`src/rtl/ocp_pkg.sv`:
```
package ocp_pkg;

  typedef enum logic [1:0] {
    CH_IDLE     = 2'd0,
    CH_DEGLITCH = 2'd1,
    CH_HOLD     = 2'd2
  } ch_state_t;

  // Counter width large enough to hold the longer of the two windows.
  function automatic int cnt_bits(input int dg, input int rt);
    int mx;
    mx = (dg > rt) ? dg : rt;
    return (mx < 2) ? 1 : $clog2(mx);
  endfunction

endpackage

```
`src/rtl/ocp_chan.sv`:
```
module ocp_chan
  import ocp_pkg::*;
#(
  parameter int DEGLITCH_CYCLES = 175,
  parameter int RETRY_CYCLES    = 60000
) (
  input  logic clk,
  input  logic clr,
  input  logic ilim,
  output logic faulted
);

  localparam int CW = cnt_bits(DEGLITCH_CYCLES, RETRY_CYCLES);
  localparam logic [CW-1:0] DG_LAST = CW'(DEGLITCH_CYCLES - 1);
  localparam logic [CW-1:0] RT_LAST = CW'(RETRY_CYCLES - 1);

  ch_state_t     state_q;
  logic [CW-1:0] cnt_q;

  // Named internal events.
  logic dg_done;
  logic dg_abort;
  logic hold_done;

  assign dg_done   = (state_q == CH_DEGLITCH) && ilim && (cnt_q == DG_LAST);
  assign dg_abort  = (state_q == CH_DEGLITCH) && !ilim;
  assign hold_done = (state_q == CH_HOLD) && (cnt_q == RT_LAST);

  always_ff @(posedge clk) begin
    if (clr) begin
      state_q <= CH_IDLE;
      cnt_q   <= '0;
    end else begin
      unique case (state_q)
        CH_IDLE: begin
          if (ilim) begin
            state_q <= CH_DEGLITCH;
            cnt_q   <= CW'(1);
          end
        end
        CH_DEGLITCH: begin
          if (dg_abort) begin
            state_q <= CH_IDLE;
            cnt_q   <= '0;
          end else if (dg_done) begin
            state_q <= CH_HOLD;
            cnt_q   <= '0;
          end else begin
            cnt_q   <= cnt_q + CW'(1);
          end
        end
        CH_HOLD: begin
          if (hold_done) begin
            state_q <= CH_IDLE;
            cnt_q   <= '0;
          end else begin
            cnt_q   <= cnt_q + CW'(1);
          end
        end
        default: begin
          state_q <= CH_IDLE;
          cnt_q   <= '0;
        end
      endcase
    end
  end

  assign faulted = (state_q == CH_HOLD);


  dg_abort_chk: assert property (@(posedge clk) disable iff (clr)
    dg_abort |=> (state_q == CH_IDLE) && (cnt_q == '0));


  dg_enter_hold_chk: assert property (@(posedge clk) disable iff (clr)
    dg_done |=> faulted);


  hold_keep_chk: assert property (@(posedge clk) disable iff (clr)
    (faulted && !hold_done) |=> faulted);


  hold_release_chk: assert property (@(posedge clk) disable iff (clr)
    hold_done |=> !faulted);

endmodule

```
`src/rtl/ocp_fault_out.sv`:
```
module ocp_fault_out #(
  parameter int NUM_CH = 4
) (
  input  logic              clk,
  input  logic              clr,
  input  logic [NUM_CH-1:0] ch_fault,
  input  logic              therm,
  output logic              fault_n
);

  logic any_fault;
  assign any_fault = (|ch_fault) || therm;

  always_ff @(posedge clk) begin
    if (clr) fault_n <= 1'b1;
    else     fault_n <= ~any_fault;
  end


  fault_low_chk: assert property (@(posedge clk) disable iff (clr)
    any_fault |=> !fault_n);


  fault_high_chk: assert property (@(posedge clk) disable iff (clr)
    !any_fault |=> fault_n);

endmodule

```
`src/rtl/ocp_retry_seq.sv`:
```
module ocp_retry_seq #(
  parameter int NUM_CH          = 4,
  parameter int DEGLITCH_CYCLES = 175,
  parameter int RETRY_CYCLES    = 60000
) (
  input  logic              clk,
  input  logic              rst,
  input  logic              uv,
  input  logic              therm,
  input  logic [NUM_CH-1:0] ilim,
  output logic [NUM_CH-1:0] ch_off,
  output logic              fault_n
);

  logic              logic_clr;
  logic [NUM_CH-1:0] ch_fault;

  assign logic_clr = rst || uv;

  for (genvar g = 0; g < NUM_CH; g++) begin : g_ch
    ocp_chan #(
      .DEGLITCH_CYCLES(DEGLITCH_CYCLES),
      .RETRY_CYCLES   (RETRY_CYCLES)
    ) u_chan (
      .clk    (clk),
      .clr    (logic_clr),
      .ilim   (ilim[g]),
      .faulted(ch_fault[g])
    );
  end

  assign ch_off = ch_fault | {NUM_CH{therm}} | {NUM_CH{uv}};

  ocp_fault_out #(.NUM_CH(NUM_CH)) u_fault (
    .clk     (clk),
    .clr     (logic_clr),
    .ch_fault(ch_fault),
    .therm   (therm),
    .fault_n (fault_n)
  );


  therm_all_off_chk: assert property (@(posedge clk) therm |-> (&ch_off));


  uv_all_off_chk: assert property (@(posedge clk) uv |-> (&ch_off));


  rst_clears_chk: assert property (@(posedge clk) (rst && !uv && !therm) |=> (ch_off == '0) || therm || uv);


  uv_fault_idle_chk: assert property (@(posedge clk) uv |=> fault_n);

endmodule

```
`config.mk`:
```
export PLATFORM = sky130hd
export DESIGN_NAME = ocp_retry_seq
export DESIGN_NICKNAME = d
export VERILOG_FILES = /design/src/rtl/ocp_pkg.sv /design/src/rtl/ocp_chan.sv /design/src/rtl/ocp_fault_out.sv /design/src/rtl/ocp_retry_seq.sv
export SDC_FILE = /design/constraint.sdc
export NUM_CORES = 1
export LEC_CHECK = 0
export CAP_MARGIN = 30
export CORE_ASPECT_RATIO = 0.7
export CORE_UTILIZATION = 41
export DETAILED_ROUTE_END_ITERATION = 10
export PLACE_DENSITY = 0.56
export SYNTH_ARGS = -nofsm -noshare
export SYNTH_HDL_FRONTEND = slang
export SYNTH_SLANG_ARGS = --single-unit
```
`constraint.sdc`:
```
create_clock -name clk -period 2.87 [get_ports clk]
set_input_delay 0.574 -clock clk [delete_from_list [all_inputs] [get_ports clk]]
set_output_delay 0.574 -clock clk [all_outputs]
set_load 0.01 [all_outputs]
```
### Word level (Yosys, flattened, before mapping)

Cells that the tools add are included.

| operators by class | value |
|---|---|
| add/sub/neg operators | 4 |
| multipliers | 0 |
| divide/modulo/power cells | 0 |
| order comparisons | 0 |
| equality and inequality tests | 28 |
| shift operators | 0 |
| multiplexer cells | 40 |
| bitwise logic cells | 3 |
| reduce and logical (&&, ||, !) cells | 31 |

Operators by type and width:

| cell | count |
|---|---|
| 16-bit 2-to-1 mux | 16 |
| 16-bit case mux with 3 select lines | 4 |
| 16-bit by 1-bit adder with 16-bit output (second input constant) | 4 |
| 16-bit equality test (second input constant) | 4 |
| 16-bit by 8-bit equality test with 1-bit output (second input constant) | 4 |
| 2-bit 2-to-1 mux | 16 |
| 2-bit case mux with 3 select lines | 4 |
| 1-bit logical AND | 16 |
| 2-bit inequality test (second input constant) | 8 |
| 3-bit by 1-bit inequality test with 1-bit output (second input constant) | 4 |
| 3-bit AND reduction | 4 |
| 2-bit by 1-bit equality test with 1-bit output (second input constant) | 4 |
| 2-bit equality test (second input constant) | 4 |
| 2-bit zero test | 4 |
| 4-bit bitwise OR | 2 |
| 1-bit zero test | 4 |
| 4-bit OR reduction | 1 |
| 1-bit logical OR | 2 |
| 1-bit inverter | 1 |

| storage, ports and cells | value |
|---|---|
| register bits | 73 |
| bits in latches | 0 |
| RAM bits | 0 |
| bits in read-only memories | 0 |
| output and inout port bits | 5 |
| word-level logic and storage cells | 115 |
| memories | 0 |

### Depth between registers and ports, before layout

Gate-level depths: netlist of run 1.

| depth | value |
|---|---|
| depth after elaboration | 6 |
| gate-level depth with buffers | 8 |

### Cells and area by module

From an unflattened synthesis of run 1, not the netlist that was laid out.

| unflattened totals | value |
|---|---|
| cell total of the unflattened synthesis | 440 |
| area, all modules | 3920.0 µm² |

Modules (own cells, without submodules):

| module | times used | cells each | area an instance (µm²) |
|---|---|---|---|
| ocp_chan | 4 | 108 | 963.4 |
| ocp_fault_out | 1 | 3 | 35.0 |
| ocp_retry_seq | 1 | 5 | 31.3 |

### Least setup slack after synthesis of run 1

OpenSTA, ideal clock, no wires.

| path | value |
|---|---|
| path type | register to register |
| from | reg g_ch[0].u_chan.cnt_q[0] |
| to | reg g_ch[0].u_chan.cnt_q[14] |
| library setup time | 0.122 ns |
| data arrival time | 1.876 ns |
| required time | 2.748 ns |
| slack | 0.872 ns |
| stages on the path, launching flop included | 8 |
| clock period less this slack | 1.998 ns |
| path through | dfxtp_1 inv_1 ha_1 or4b_4 nor4_4 o32ai_2 and3_1 a221o_1 |

| between the ends | value |
|---|---|
| cells in the longest elaborated chain, start to end | 5 |
| elaborated cells on any way between the ends | 9 |

RTL lines:

| what | RTL line | RTL |
|---|---|---|
| start, declared | ocp_chan.sv:18 | `logic [CW-1:0] cnt_q;` |
| start signal, assigned | ocp_chan.sv:49 | `cnt_q <= cnt_q + CW'(1);` |
| start signal, assigned | ocp_chan.sv:57 | `cnt_q <= cnt_q + CW'(1);` |
| parallel branches: the longest is 4 deep, another holds 16-bit by 1-bit adder with 16-bit output | n/a |  |
| 16-bit case mux with 3 select lines * | ocp_chan.sv:34 | `unique case (state_q)` |

Every way passes the cells marked *.
A chain may end at the register's enable or synchronous reset.

### Worst setup path in the final report of run 1

| path | value |
|---|---|
| from | in uv |
| to | out ch_off[3] |

| between the ends | value |
|---|---|
| cells in the longest elaborated chain, start to end | 1 |

RTL lines:

| what | RTL line | RTL |
|---|---|---|
| start, declared | ocp_retry_seq.sv:8 | `input logic uv,` |
| 4-bit bitwise OR | ocp_retry_seq.sv:32 | `assign ch_off = ch_fault \| {NUM_CH{therm}} \| {NUM_CH{uv}};` |
| end, declared | ocp_retry_seq.sv:11 | `output logic [NUM_CH-1:0] ch_off,` |

No other way between the ends.

==> results.rst, run 1 <==
.. list-table::
   :header-rows: 1

   * - Metric
     - Value
   * - Most repeated library cell on the critical path
     - sky130_fd_sc_hd__clkdlybuf4s50_1
   * - Initial core utilization
     - 42.13%
   * - Vertical die dimension
     - 82.61 um
   * - Result of the run
     - finished, final reports clean
   * - Pin count of the biggest net entering global routing
     - 17
   * - Num CTS Buffers
     - 9
   * - Detailed-route DRC error count
     - 0
   * - Async set-or-reset flop fraction in the synthesized netlist
     - 0%
   * - First-pass detailed-route iteration total
     - 4
   * - Share of total power in the clock network
     - 48.2%
   * - CTS tree
     - done
   * - Source-to-sink clock delay at the later pin of the worst-skew pair
     - 0.33 ns
   * - Minimum clock period after layout
     - 2.408 ns
   * - CTS Root Buffer Type
     - sky130_fd_sc_hd__clkbuf_16
   * - Number of setup buffers added after CTS
     - 0
   * - Total of endpoints with negative setup slack in the final report
     - 0
   * - Distinct cell type count of the synthesized netlist
     - 57
   * - Compound-gate portion of the synthesized area
     - 13.31%
   * - Class of the worst hold path
     - reg -> reg
   * - Slowest Stage Delay on Critical Path
     - 0.49 ns
   * - Top fanout value on the critical path
     - 4
   * - Gr usage total
     - 19.45%
   * - End-of-flow core utilization
     - 48.47%
   * - Total Wirelength
     - 8.585 mm
   * - Post-Synthesis Cell Area
     - 3806 um2
   * - Die span in x
     - 117.2 um
   * - Area growth from synthesis to final layout
     - 15.06%
   * - Data required, critical path
     - 2.30 ns
   * - Initial antenna violation count
     - 0
   * - Parity-gate share of the synthesized area counting xor and xnor cells
     - 9.435%
   * - Critical-path top delay cell
     - sky130_fd_sc_hd__clkdlybuf4s50_1
   * - Combinational family with the most area after synthesis
     - simple AND/OR/NAND/NOR gates
   * - Total via count in the routed design
     - 3373
   * - Post-route clock skew
     - 0.005539 ns
   * - Post-Place Cells
     - 590
   * - Number of enable flip-flop cells after synthesis
     - 0
   * - CORE AREA
     - 9035 um2
   * - Post-DR vias/cell
     - 5.566
   * - Switching part of the total
     - 24.55%
   * - Fraction of the mapped netlist area in adder cells
     - 2.630%
   * - Mean routed wirelength per cell
     - 14.17 um
   * - Slew HR
     - 49.73%
   * - Fraction of the cycle the final worst path needs
     - 83.91%
   * - Synthesized instance count
     - 457
   * - Ant diodes
     - 0
   * - Number of ports placed on the die boundary
     - 13
   * - Layout filler cell count
     - 878
   * - FF+latch count, synth
     - 73
   * - Number of buffers inserted for hold repair after clock tree synthesis
     - 0
   * - Detailed router's first-iteration violation count
     - 234
   * - Via count of the first global-routing pass
     - 2921
   * - Placer congestion estimate
     - 0.8393
   * - Leading register cell type out of synthesis
     - sky130_fd_sc_hd__dfxtp_1
   * - Final max-slew violation count
     - 0
   * - Average cell area after synthesis
     - 8.329 um2
   * - Startpoint types
     - input port
   * - Finished Layout Cells
     - 606
   * - H-tree lvl count
     - 3
   * - Basic-gate share of the synthesized area counting and, or, nand and nor cells
     - 33.79%
   * - Worst Max-Slew Pin Slew
     - 0.7471 ns
   * - Final ANT Viol Nets
     - 0
   * - Post-layout total power
     - 0.002190 W
   * - Worst-path cell chain
     - clkdlybuf4s50_1 -> nor2_1 -> nand2_1 -> clkdlybuf4s50_1
   * - Worst ir drop on vdd
     - 0.0004023 V
   * - Most frequent cells in the layout
     - sky130_fd_sc_hd__dfxtp_1, sky130_fd_sc_hd__nor2_1, sky130_fd_sc_hd__nand2_1
   * - Area of the die
     - 9679 um2
   * - Setup repair after global routing missed its margin
     - no
   * - Longest Clk Path Bufs
     - 2
   * - NumNets Final
     - 493
   * - FP Rows
     - 29
   * - Net switching power
     - 0.0005376 W
   * - Kind of critical path
     - in -> out
   * - # clock sinks
     - 73
   * - Register area share after synthesis
     - 38.40%
   * - Fraction of final layout cells sized beyond drive strength 1
     - 7.261%
   * - Number of input and output port buffers inserted
     - 12
   * - Most common cell after layout, fill and taps aside
     - sky130_fd_sc_hd__dfxtp_1
   * - Clock transition at the registers of the reported paths
     - 0.06 ns
   * - GR Overflow Total
     - 0
   * - Flop pwr share
     - 47.0%
   * - Estimated wirelength of the detail-placed design
     - 6.048 mm
   * - Mux cell area share after synthesis
     - 0%
   * - Wire length of the first global-routing pass
     - 14.31 mm
   * - Worst EP arrival
     - 1.83 ns
   * - Portion of total power attributed to combinational logic
     - 4.7%
   * - Number of max-capacitance violations reported
     - 0
   * - Final Hold Fails
     - 0
   * - Highest Clock Rate
     - 415.2 MHz
   * - Resize count post-CTS
     - 0
   * - Net count after synthesis
     - 473
   * - Internal power
     - 0.001652 W
   * - Cell leakage power
     - 1.409 nW
   * - Setup_tns
     - 0 ns
   * - Synth Warn #
     - 0
   * - Pwr/cell area
     - 500.0 nW/um2
   * - Endpoint class of the critical path
     - output pin
worst max-delay path, delay by kind of cell:
family / cells / cell delay, ns
buf+inv: 2 / 0.97
simple gates: 2 / 0.30
stage by stage:
stage	hold WS [ns]	cell area, um2	setup WS [ns]
finish	0.4982	4379	0.4618
CTS	0.5020	4379	0.4214
floorplan	0.4557	3806	0.8722
detailed placement	0.4879	4098	0.3773
global route	0.5249	4379	0.3726
global placement	0.4789	4098	0.4281
synthesized netlist by cell type, types with 10 or more instances:
| master | count | area [um2] |
|---|---|---|
| sky130_fd_sc_hd__dfxtp_1 | 73 | 1461 |
| sky130_fd_sc_hd__xnor2_1 | 15 | 131.4 |
| sky130_fd_sc_hd__nor4_1 | 11 | 68.82 |
| sky130_fd_sc_hd__a21oi_1 | 17 | 85.08 |
| sky130_fd_sc_hd__a31oi_1 | 10 | 62.56 |
| sky130_fd_sc_hd__nand4_1 | 27 | 168.9 |
| sky130_fd_sc_hd__nand3_1 | 14 | 70.07 |
| sky130_fd_sc_hd__nor3_1 | 31 | 155.2 |
| sky130_fd_sc_hd__nand2b_1 | 12 | 75.07 |
| sky130_fd_sc_hd__nand2_1 | 44 | 165.2 |
| sky130_fd_sc_hd__inv_1 | 13 | 48.80 |
| sky130_fd_sc_hd__nor2_1 | 49 | 183.9 |
| sky130_fd_sc_hd__xor2_1 | 26 | 227.7 |
metal layers:
layer / share of wire (%) / vias up / wire [um] / GRT usage [%]
met5: 0 / - / 0 / 0
met4: 1.7 / 0 / 142 / 6.582
met3: 4.6 / 13 / 394 / 5.693
met2: 42 / 80 / 3570 / 28.76
met1: 52 / 1566 / 4477 / 26.87
li1: - / 1714 / - / -
logic make-up (layout without fill, tap and decap cells):
logic type | after synthesis | after routing
AOI/OAI and AO/OA | 73 | 73
xor gates and xnor gates | 41 | 41
adders and majority gates | 8 | 8
buffers and inverters | 24 | 49
DFF | 73 | 73
and+or+nand+nor | 238 | 238
state kept, by name, indices dropped and copies added (netlist names):
name                 count
g_ch.u_chan.cnt_q       64
g_ch.u_chan.state_q      8
u_fault.fault_n          1
path summary, 6_finish.rpt:
kind | cells after the start | endpoint | slack (ns) | startpoint
min | 1 | g_ch[0].u_chan.cnt_q[10]$_SDFFE_PP0P_ | 0.50 | g_ch[0].u_chan.cnt_q[10]$_SDFFE_PP0P_
max reg2reg | 7 | g_ch[0].u_chan.cnt_q[4]$_SDFFE_PP0P_ | 0.60 | g_ch[0].u_chan.cnt_q[0]$_SDFFE_PP0P_
max | 4 | ch_off[3] | 0.46 | uv
min reg2reg | 1 | g_ch[0].u_chan.cnt_q[10]$_SDFFE_PP0P_ | 0.50 | g_ch[0].u_chan.cnt_q[10]$_SDFFE_PP0P_
final cells by class:
class / count / area (um2) / share of cell area [%]
Clock inverter: 7 / 56.30 / 1.286
Timing Repair Buffer: 20 / 180.2 / 4.114
Inverter: 13 / 48.80 / 1.114
Clock buffer: 9 / 225.2 / 5.143
Multi-Input combinational cell: 360 / 2252 / 51.43
Sequential cell: 73 / 1461 / 33.37
Tap cell: 124 / 155.1 / 3.543
power by group through the flow:
stage          Sequential, W  Combinational, W  Clock [W]
6_report             0.00103          0.000104    0.00106
5_1_grt              0.00103          0.000115    0.00113
4_1_cts              0.00103          0.000104    0.00108
3_5_place_dp         0.00105          0.000104          0
3_3_place_gp         0.00105          0.000103          0
2_1_floorplan        0.00105         0.0000602          0
Power figures use the tool's default switching activity.
==> inputs of run 2 (changes only) <==
==> constraint.sdc (replaced) <==
create_clock -name clk -period 2.5 [get_ports clk]
set_input_delay 0.5 -clock clk [delete_from_list [all_inputs] [get_ports clk]]
set_output_delay 0.5 -clock clk [all_outputs]
set_load 0.01 [all_outputs]
==> results.rst, run 2 (same netlist as run 1, synthesis figures left out) <==
.. list-table::
   :header-rows: 1

   * - Metric
     - Value
   * - Met2 Use GR
     - 29.59% (+0.82 points)
   * - Setup_tns
     - 0 ns (unchanged)
   * - Number of max-capacitance violations reported
     - 0 (unchanged)
   * - Minimum clock period after layout
     - 2.273 ns
   * - Endpoint class of the critical path
     - output pin
   * - Data required, critical path
     - 2.00 ns (-0.30 ns)
   * - Worst EP arrival
     - 1.77 ns (-0.06 ns)
   * - GR Overflow Total
     - 0 (unchanged)
   * - Number of ports placed on the die boundary
     - 13 (unchanged)
   * - Detailed-route DRC error count
     - 0 (unchanged)
   * - Source-to-sink clock delay at the later pin of the worst-skew pair
     - 0.34 ns (about the same)
   * - Number of flip-flops in the largest register
     - 64 (unchanged)
   * - Slack of the worst reg-to-reg path
     - 0.26 ns (-0.34 ns)
   * - Clock transition at the registers of the reported paths
     - 0.06 ns (about the same)
   * - Worst hold path endpoint
     - g_ch[0].u_chan.cnt_q[10]$_SDFFE_PP0P_
   * - Longest Clk Path Bufs
     - 2 (unchanged)
   * - Highest Clock Rate
     - 439.9 MHz
   * - NumNets Final
     - 503 (+2.0%)
   * - Highest-utilization routing layer at the global route stage
     - met2
   * - Area of the die
     - 9679 um2 (unchanged)
   * - End-of-flow core utilization
     - 49.85% (+1.4 points)
   * - CTS tree
     - done
   * - Final max-slew violation count
     - 0 (unchanged)
   * - Top fanout value on the critical path
     - 4 (unchanged)
   * - Wire length of the first global-routing pass
     - 14.66 mm (+2.4%)
   * - Buf+Inv Stages, Crit Path
     - 2 (unchanged)
   * - Slowest Stage Delay on Critical Path
     - 0.49 ns (about the same)
   * - Via count of the first global-routing pass
     - 3069 (+5.1%)
   * - Post-Place Cells
     - 600 (+1.7%)
   * - Critical hold path startpoint
     - g_ch[0].u_chan.cnt_q[10]$_SDFFE_PP0P_
   * - Setup repair after global routing missed its margin
     - no
   * - Kind of cell adding the most delay to the critical path
     - buffers and inverters
   * - Critical-path top delay cell
     - sky130_fd_sc_hd__clkdlybuf4s50_1
   * - Cell count of the worst hold path
     - 1 (unchanged)
   * - Pwr/cell area
     - 606.8 nW/um2 (+21%)
   * - Num CTS Buffers
     - 9 (unchanged)
   * - Total via count in the routed design
     - 3362 (-0.33%)
   * - Most frequent cells in the layout
     - sky130_fd_sc_hd__dfxtp_1, sky130_fd_sc_hd__nor2_1, sky130_fd_sc_hd__nand2_1
   * - Cell area after layout
     - 4504 um2 (+2.9%)
   * - Post-route clock skew
     - 0.006000 ns (+0.0004614 ns)
   * - Number of input and output port buffers inserted
     - 12 (unchanged)
   * - Total Wirelength
     - 8.727 mm (+1.7%)
   * - CORE AREA
     - 9035 um2 (unchanged)
   * - Finished Layout Cells
     - 616 (+1.7%)
   * - Global routing met3 resource utilization
     - 5.182% (-0.51 points)
   * - Fraction of final layout cells sized beyond drive strength 1
     - 8.943% (+1.7 points)
   * - Met1 layer usage reported by global route
     - 27.56% (+0.69 points)
   * - Number of buffers inserted for hold repair after clock tree synthesis
     - 0 (unchanged)
   * - Ant diodes
     - 0 (unchanged)
   * - H-tree lvl count
     - 3 (unchanged)
   * - Slew HR
     - 59.95% (+10 points)
   * - Resize count post-CTS
     - 0 (unchanged)
   * - CTS Root Buffer Type
     - sky130_fd_sc_hd__clkbuf_16
   * - Final Hold Fails
     - 0 (unchanged)
   * - Capturing point of the worst reg2reg path
     - g_ch[0].u_chan.cnt_q[3]$_SDFFE_PP0P_
   * - Area growth from synthesis to final layout
     - 18.34%
   * - Worst Max-Slew Pin Slew
     - 0.5952 ns (-0.1519 ns)
   * - Number of setup buffers added after CTS
     - 0 (unchanged)
   * - Cell leakage power
     - 1.490 nW (+5.7%)
   * - Startpoint of the lowest-slack register-to-register path
     - g_ch[0].u_chan.cnt_q[0]$_SDFFE_PP0P_
   * - Pin count of the biggest net entering global routing
     - 16 (-1)
   * - Worst ir drop on vdd
     - 0.0003296 V (-18%)
   * - First-pass detailed-route iteration total
     - 4 (unchanged)
   * - Kind of critical path
     - in -> out
   * - Die span in x
     - 117.2 um (unchanged)
   * - Total of endpoints with negative setup slack in the final report
     - 0 (unchanged)
   * - Gr usage total
     - 19.80% (+0.35 points)
   * - Placer congestion estimate
     - 0.8432 (+0.46%)
   * - Cells on worst reg2reg path
     - 7 (unchanged)
   * - Detailed router's first-iteration violation count
     - 196 (-16%)
   * - Fraction of the cycle the final worst path needs
     - 90.92%
   * - Class of the worst hold path
     - reg -> reg
   * - Top reg by flops
     - g_ch.u_chan.cnt_q
   * - Initial core utilization
     - 42.13% (unchanged)
   * - Most common cell after layout, fill and taps aside
     - sky130_fd_sc_hd__dfxtp_1
   * - Most repeated library cell on the critical path
     - sky130_fd_sc_hd__clkdlybuf4s50_1
   * - Final ANT Viol Nets
     - 0 (unchanged)
   * - Mean routed wirelength per cell
     - 14.17 um (about the same)
   * - Placed inst area
     - 4173 um2 (+1.8%)
   * - Vertical die dimension
     - 82.61 um (unchanged)
   * - Worst-path cell chain
     - clkdlybuf4s50_1 -> nor2_1 -> nand2_1 -> clkdlybuf4s50_1
   * - FP Rows
     - 29 (unchanged)
   * - Post-DR vias/cell
     - 5.458 (-1.9%)
   * - Result of the run
     - finished, final reports clean
   * - Registers with the most flip-flops
     - g_ch.u_chan.cnt_q x64, g_ch.u_chan.state_q x8, u_fault.fault_n x1
   * - Initial antenna violation count
     - 0 (unchanged)
   * - Startpoint types
     - input port
   * - # clock sinks
     - 73 (unchanged)
   * - Estimated wirelength of the detail-placed design
     - 6.335 mm (+4.8%)
## run 2: cell count changes in the layout (fill, tap and decap cells not counted), sizes merged
cell      change
buf          +10
bufinv        +2
clkbuf        +3
clkinv        -2
clkinvlp      -2
inv           -1
## run 2: per-layer routing
metal / wire (um) / vias up
met5: 0 / -
met4: 80 / 0
li1: - / 1730
met1: 4646 / 1571
met2: 3708 / 54
met3: 291 / 7
## run 2: through the flow
step | setup slack, ns | hold slack (ns) | total power (W)
5_1_grt | 0.07162 | 0.5190 | 0.002833
3_3_place_gp | 0.1766 | 0.4862 | 0.001330
3_5_place_dp | 0.1387 | 0.4814 | 0.001330
4_1_cts | 0.1738 | 0.4946 | 0.002765
2_1_floorplan | 0.5022 | 0.4557 | 0.001275
6_report | 0.2269 | 0.5018 | 0.002733
## run 2: power breakdown
part | total, W | internal (W) | switching, W
clock network | 0.00143 | 0.000929 | 0.000500
registers | 0.00118 | 0.00117 | 0.00000948
logic | 0.000123 | 0.0000497 | 0.0000733
total | 0.00273 | 0.00215 | 0.000583
## run 2: area by class of cell
type | instances | area, um2
inverters | 13 | 48.80
repair buffers | 30 | 255.2
flip-flops and latches | 73 | 1461
multi-input cells | 360 | 2252
fillers | 872 | 4531
well taps | 124 | 155.1
clock inverters | 4 | 75.07
clock buffers | 12 | 256.5
## run 2: worst max-delay path by stage
stage	startpoint	to	slack [ns]	cells after the start
6_report	uv	ch_off[1]	0.23	4
2_1_floorplan	g_ch[0].u_chan.cnt_q[0]$_SDFFE_PP0P_	g_ch[0].u_chan.cnt_q[14]$_SDFFE_PP0P_	0.50	7
3_3_place_gp	uv	g_ch[0].u_chan.cnt_q[14]$_SDFFE_PP0P_	0.18	6
4_1_cts	uv	ch_off[1]	0.17	4
3_5_place_dp	uv	g_ch[0].u_chan.cnt_q[11]$_SDFFE_PP0P_	0.14	6
5_1_grt	g_ch[0].u_chan.cnt_q[0]$_SDFFE_PP0P_	g_ch[0].u_chan.cnt_q[6]$_SDFFE_PP0P_	0.07	7
